==> src/rtl/itt_pkg.sv <==
package itt_pkg;

    localparam int unsigned DATA_W   = 32;
    localparam int unsigned LIMIT_W  = 20;
    localparam int unsigned WRAP_W   = 12;
    localparam int unsigned PRESC_W  = 4;
    localparam int unsigned RUN_BIT  = 24;
    localparam int unsigned IEN_BIT  = 25;

    typedef enum logic [1:0] {
        SEL_MODE = 2'd0,
        SEL_STAT = 2'd1,
        SEL_ACK  = 2'd2,
        SEL_PEEK = 2'd3
    } reg_sel_e;

    typedef struct packed {
        logic               irq_en;
        logic               run_en;
        logic [LIMIT_W-1:0] limit;
    } mode_t;

    function automatic mode_t unpack_mode(input logic [DATA_W-1:0] word);
        mode_t m;
        m.limit  = word[LIMIT_W-1:0];
        m.run_en = word[RUN_BIT];
        m.irq_en = word[IEN_BIT];
        return m;
    endfunction

    function automatic logic [DATA_W-1:0] pack_mode(input mode_t m);
        logic [DATA_W-1:0] w;
        w = '0;
        w[LIMIT_W-1:0] = m.limit;
        w[RUN_BIT]     = m.run_en;
        w[IEN_BIT]     = m.irq_en;
        return w;
    endfunction

    function automatic logic [DATA_W-1:0] pack_snapshot(input logic [WRAP_W-1:0]  wraps,
                                                        input logic [LIMIT_W-1:0] tick);
        logic [DATA_W-1:0] w;
        w = '0;
        w[LIMIT_W-1:0]               = tick;
        w[LIMIT_W+WRAP_W-1:LIMIT_W]  = wraps;
        return w;
    endfunction

endpackage

==> src/rtl/itt_prescaler.sv <==
module itt_prescaler #(
    parameter int unsigned W = 4
) (
    input  logic         clk,
    input  logic         rst,
    input  logic         run,
    output logic         term,
    output logic [W-1:0] count
);

    always_ff @(posedge clk) begin
        if (rst) begin
            count <= '0;
        end else if (run) begin
            count <= count + W'(1);
        end
    end

    assign term = run && (&count);

endmodule

==> src/rtl/itt_tick_counter.sv <==
module itt_tick_counter #(
    parameter int unsigned W = 20
) (
    input  logic         clk,
    input  logic         rst,
    input  logic         step,
    input  logic [W-1:0] limit,
    output logic [W-1:0] tick,
    output logic         wrap
);

    assign wrap = step && (tick >= limit);

    always_ff @(posedge clk) begin
        if (rst) begin
            tick <= '0;
        end else if (step) begin
            tick <= wrap ? '0 : tick + W'(1);
        end
    end

endmodule

==> src/rtl/itt_wrap_tracker.sv <==
module itt_wrap_tracker #(
    parameter int unsigned W = 12
) (
    input  logic         clk,
    input  logic         rst,
    input  logic         wrap,
    input  logic         ack,
    output logic         flag,
    output logic [W-1:0] wraps
);

    logic [W-1:0] base;

    assign base = ack ? '0 : wraps;

    always_ff @(posedge clk) begin
        if (rst) begin
            flag  <= 1'b0;
            wraps <= '0;
        end else begin
            flag  <= wrap | (flag & ~ack);
            wraps <= base + W'(wrap);
        end
    end

endmodule

==> src/rtl/interval_tick_timer.sv <==
module interval_tick_timer
    import itt_pkg::*;
(
    input  logic              clk,
    input  logic              rst,
    input  logic [1:0]        bus_word,
    input  logic              bus_wr,
    input  logic              bus_rd,
    input  logic [DATA_W-1:0] bus_wdata,
    output logic [DATA_W-1:0] bus_rdata,
    output logic              irq
);

    reg_sel_e           sel;
    mode_t              mode_q;
    logic               run;
    logic               presc_tc;
    logic [PRESC_W-1:0] presc;
    logic [LIMIT_W-1:0] tick;
    logic               tick_wrap;
    logic               flag;
    logic [WRAP_W-1:0]  wraps;
    logic               ack_rd;
    logic [DATA_W-1:0]  rd_mux;

    assign sel    = reg_sel_e'(bus_word);
    assign ack_rd = bus_rd && (sel == SEL_ACK);
    assign run    = mode_q.run_en || (tick != '0);

    always_ff @(posedge clk) begin
        if (rst) begin
            mode_q <= '0;
        end else if (bus_wr && sel == SEL_MODE) begin
            mode_q <= unpack_mode(bus_wdata);
        end
    end

    itt_prescaler #(.W(PRESC_W)) u_presc (
        .clk   (clk),
        .rst   (rst),
        .run   (run),
        .term  (presc_tc),
        .count (presc)
    );

    itt_tick_counter #(.W(LIMIT_W)) u_tick (
        .clk   (clk),
        .rst   (rst),
        .step  (presc_tc),
        .limit (mode_q.limit),
        .tick  (tick),
        .wrap  (tick_wrap)
    );

    itt_wrap_tracker #(.W(WRAP_W)) u_wrap (
        .clk   (clk),
        .rst   (rst),
        .wrap  (tick_wrap),
        .ack   (ack_rd),
        .flag  (flag),
        .wraps (wraps)
    );

    always_comb begin
        unique case (sel)
            SEL_MODE: rd_mux = pack_mode(mode_q);
            SEL_STAT: rd_mux = {{(DATA_W-1){1'b0}}, flag};
            default:  rd_mux = pack_snapshot(wraps, tick);
        endcase
    end

    always_ff @(posedge clk) begin
        if (rst) begin
            bus_rdata <= '0;
        end else if (bus_rd) begin
            bus_rdata <= rd_mux;
        end
    end

    assign irq = flag & mode_q.irq_en;

endmodule

==> config.mk <==
export PLATFORM = sky130hd
export DESIGN_NAME = interval_tick_timer
export DESIGN_NICKNAME = d
export VERILOG_FILES = /design/src/rtl/itt_pkg.sv /design/src/rtl/itt_prescaler.sv /design/src/rtl/itt_tick_counter.sv /design/src/rtl/itt_wrap_tracker.sv /design/src/rtl/interval_tick_timer.sv
export SDC_FILE = /design/constraint.sdc
export NUM_CORES = 1
export LEC_CHECK = 0
export BUFFER_PORTS_ARGS = -buffer_cell sky130_fd_sc_hd__buf_4
export CORE_MARGIN = 2
export CORE_UTILIZATION = 40
export DETAILED_ROUTE_END_ITERATION = 16
export GPL_TIMING_DRIVEN = 0
export PLACE_DENSITY = 0.69
export SYNTH_ARGS = -nofsm -noshare
export SYNTH_HDL_FRONTEND = slang
export SYNTH_HIERARCHICAL = 1
export SYNTH_SLANG_ARGS = --single-unit
==> constraint.sdc <==
create_clock -name clk -period 3.3 [get_ports clk]
set_input_delay 0.165 -clock clk [delete_from_list [all_inputs] [get_ports clk]]
set_output_delay 0.165 -clock clk [all_outputs]
set_load 0.01 [all_outputs]
==> results.py <==
metrics = {
    "run_status": {
        "status": "completed",
    },
    "critical_path": {
        "r2r_cells": 10,
        "reg2reg_from": "u_tick/tick[3]",
        "path_class": "flip-flop to flip-flop",
        "end_kind": "flip-flop",
        "critical_path.max_fanout": 11,
        "critPathRequiredTime_ns": 3.61,
        "reg2reg_to": "u_wrap/wraps[11]",
        "worstSetupStartpointType": "flip-flop",
        "rrSetupSlack_ns": 0.14,
        "arrival_ns": 3.47,
    },
    "sta": {
        "timing.fmax_mhz": 316.5,
        "setup_viol_count_final": 0,
        "fin_setup_tns_ns": 0,
        "fin_ws_ns": 0.1405,
        "timing.final.crit_share_pct": 95.74,
        "drv_slew": 0,
        "tightest_slew_ns": 0.7116,
        "slew_headroom_pct": 52.56,
        "finalClockSkew_ns": 0.01696,
        "final_hold_viol_count": 0,
        "fin_crit_ns": 3.159,
    },
    "detailed_routing": {
        "vias_per_cell": 5.492,
        "dr.pass1.iters": 5,
        "drt_iter0_markers": 353,
        "drcViolationCount": 0,
        "antenna_left": 0,
        "vias": 4053,
        "wl_mm": 11.61,
        "detail_route.wl_per_cell_um": 15.73,
    },
    "final_layout": {
        "final_cell_mix": "87 x dfxtp_1, 70 x buf_4, 62 x nand2_1",
        "stdcell_count": 738,
        "antenna_cells": 0,
        "utilization_pct": 49.64,
        "mostFrequentLayoutCell": "dfxtp_1",
        "area_growth_pct": 20.78,
        "layout-drive-gt1-share_pct": 22.58,
        "final_nets": 655,
    },
    "pwr": {
        "p_clk_share_pct": 36.3,
        "p_sw_share_pct": 25.69,
        "leakagePower_nw": 2.058,
        "vdd_ir_drop_max_mv": 0.1637,
        "p_switching_w": 0.0005390,
        "intPower_w": 0.001559,
        "total_power_w": 0.002098,
        "power_frac_comb_pct": 9.6,
        "seqPwrFrac_pct": 54.2,
        "power.density_mw_per_mm2": 389.9,
    },
    "worst_hold_path": {
        "hold_path.startpoint": "bus_wdata[14]",
        "hold_end": "mode_q[14]",
        "hold_class": "input port to flip-flop",
        "min_path_cells": 3,
    },
    "logic_synthesis": {
        "syn_area_mm2": 0.004456,
        "synthFlopType": "dfxtp_1",
        "syn_nets": 575,
        "avgSynthCellArea_um2": 8.685,
        "synth_edf_count": 0,
        "yosysWarnings": 6,
        "syn_inst": 513,
        "yosysTopAreaCellShare_pct": 40.89,
        "async_flop_share_pct": 0,
        "synthDistinctLibCells": 50,
        "seq_area_frac_synth_pct": 40.89,
        "ys_seq_elements": 91,
        "ys_top_cells_by_area": "dfxtp_1 41%, ha_1 6.7%, a21oi_1 5.7%",
        "yosysTopAreaCell": "dfxtp_1",
    },
    "cts": {
        "clock-sinks": 91,
        "clockRootBuffer": "clkbuf_8",
        "worstSkewPairLatency_ns": 0.38,
        "cts_buffer_depth": 2,
        "cts_buffers": 9,
        "cts_tree": "yes",
        "htree_levels": 3,
        "cts.clk_slew.worst_paths_ns": 0.09,
        "hold_buffers": 0,
    },
    "place": {
        "dp_slack_ns": -0.1088,
        "gp_congestion": 0.8860,
        "portBuffers": 58,
        "hpwl_mm": 8.649,
        "dpl.cell_count": 711,
    },
    "grt": {
        "grt_antenna_before_repair": 0,
        "grt_max_degree": 19,
        "grt_pass1_vias": 3766,
        "overflow": 0,
        "grtUsageTotal_pct": 20.03,
        "grt_pass1_wl_mm": 18.57,
    },
    "die": {
        "core-area_mm2": 0.01084,
        "rows": 38,
        "initial_core_util_pct": 41.10,
        "die_h_um": 109.5,
        "io_pins": 71,
        "die_x_um": 109.5,
        "die_area_mm2": 0.01200,
    },
    "job": {
        "cap_violations": 0,
    },
}
layer usage:
metal	global-route usage, %	wire length, um	vias to the layer above
met3	4.624	563	25
met5	0	0	-
met4	7.143	250	0
met2	33.16	5675	113
li1	-	-	1980
met1	25.49	5118	1935
cell type report:
| class | instances | area, um2 |
|---|---|---|
| Fill cell | 1028 | 5459 |
| Multi-Input combinational cell | 369 | 2431 |
| Sequential cell | 91 | 1827 |
| Timing Repair Buffer | 69 | 518.0 |
| Tap cell | 140 | 175.2 |
| Buffer | 27 | 140.1 |
| Clock buffer | 10 | 127.6 |
| Inverter | 26 | 97.59 |
| Clock inverter | 6 | 65.06 |
cells by family (layout without fill, tap and decap cells):
| group | Yosys count | in the layout | synth area share [%] |
|---|---|---|---|
| buffers and inverters | 53 | 138 | 5.251 |
| AO/OA/AOI/OAI | 115 | 115 | 17.10 |
| adder cells (fa/ha/maj) | 24 | 24 | 6.740 |
| flip-flops | 91 | 91 | 40.89 |
| XOR/XNOR | 21 | 21 | 4.128 |
| AND/OR/NAND/NOR | 206 | 206 | 25.08 |
| multiplexers | 3 | 3 | 0.8143 |
what timing repair did:
item                                    in CTS  in global routing
setup buffers                                2                  9
pin swaps                                    2                  3
gates resized for setup                      0                 10
endpoints found under the setup margin       5                  8
synthesized netlist by cell type, types with 2 or more instances:
cell,instances
or4_1,5
buf_6,3
a22oi_1,21
buf_1,2
inv_1,26
and4_1,2
nor2b_1,14
dfxtp_1,91
nand2b_1,4
o31ai_1,4
o21ai_0,8
xnor2_1,11
and2_1,3
nand4_2,3
ha_1,24
nand3_1,8
clkbuf_1,14
nor3_2,10
a2111oi_0,2
nor2_1,44
buf_2,7
nor4_1,6
a211oi_1,21
nor3_1,13
a21oi_1,51
or3_1,3
nand2_1,62
nand4_1,14
xor2_1,10
and2b_2,6
o211ai_1,2
critical path: stages (launching register included):
cell and delay [ns]:
dfxtp_1 0.44, ha_1 0.33, o21ai_0 0.14, a2111oi_4 0.40, a32oi_2 0.21, a31oi_4 0.24, buf_8 0.17, ha_2 0.23
nand4_1 0.24, or4_1 0.54, a21oi_1 0.15
through the flow:
step | instance area, um2 | hold WS (ns)
after floorplan | 4456 | 0.2341
after global placement | 5066 | 0.4137
after detailed placement | 5066 | 0.4253
after CTS | 5274 | 0.01190
after global routing | 5381 | 0.02151
final | 5381 | 0.02940
power groups by stage:
stage / combinational (W) / sequential (W) / clock, W
2_1_floorplan: 0.000102 / 0.00116 / 0
3_3_place_gp: 0.000185 / 0.00116 / 0
3_5_place_dp: 0.000189 / 0.00116 / 0
4_1_cts: 0.000194 / 0.00114 / 0.000781
5_1_grt: 0.000220 / 0.00114 / 0.000823
6_report: 0.000200 / 0.00114 / 0.000761
sequential cells by signal, indices dropped and copies added, names as in the netlist:
| register | count |
|---|---|
| bus_rdata | 32 |
| u_tick/tick | 20 |
| u_wrap/flag | 1 |
| mode_q | 22 |
| u_wrap/wraps | 12 |
| u_presc/count | 4 |
how the worst max path moves through the flow:
stage / start / end
after CTS: u_tick/tick[11] / u_wrap/wraps[10]
final: u_tick/tick[3] / u_wrap/wraps[11]
after global placement: u_tick/tick[2] / u_wrap/wraps[10]
after floorplan: mode_q[11] / u_wrap/wraps[10]
after detailed placement: u_tick/tick[11] / u_wrap/wraps[10]
after global routing: mode_q[11] / u_wrap/wraps[11]
Note: power is estimated with default switching activity, not from simulation.
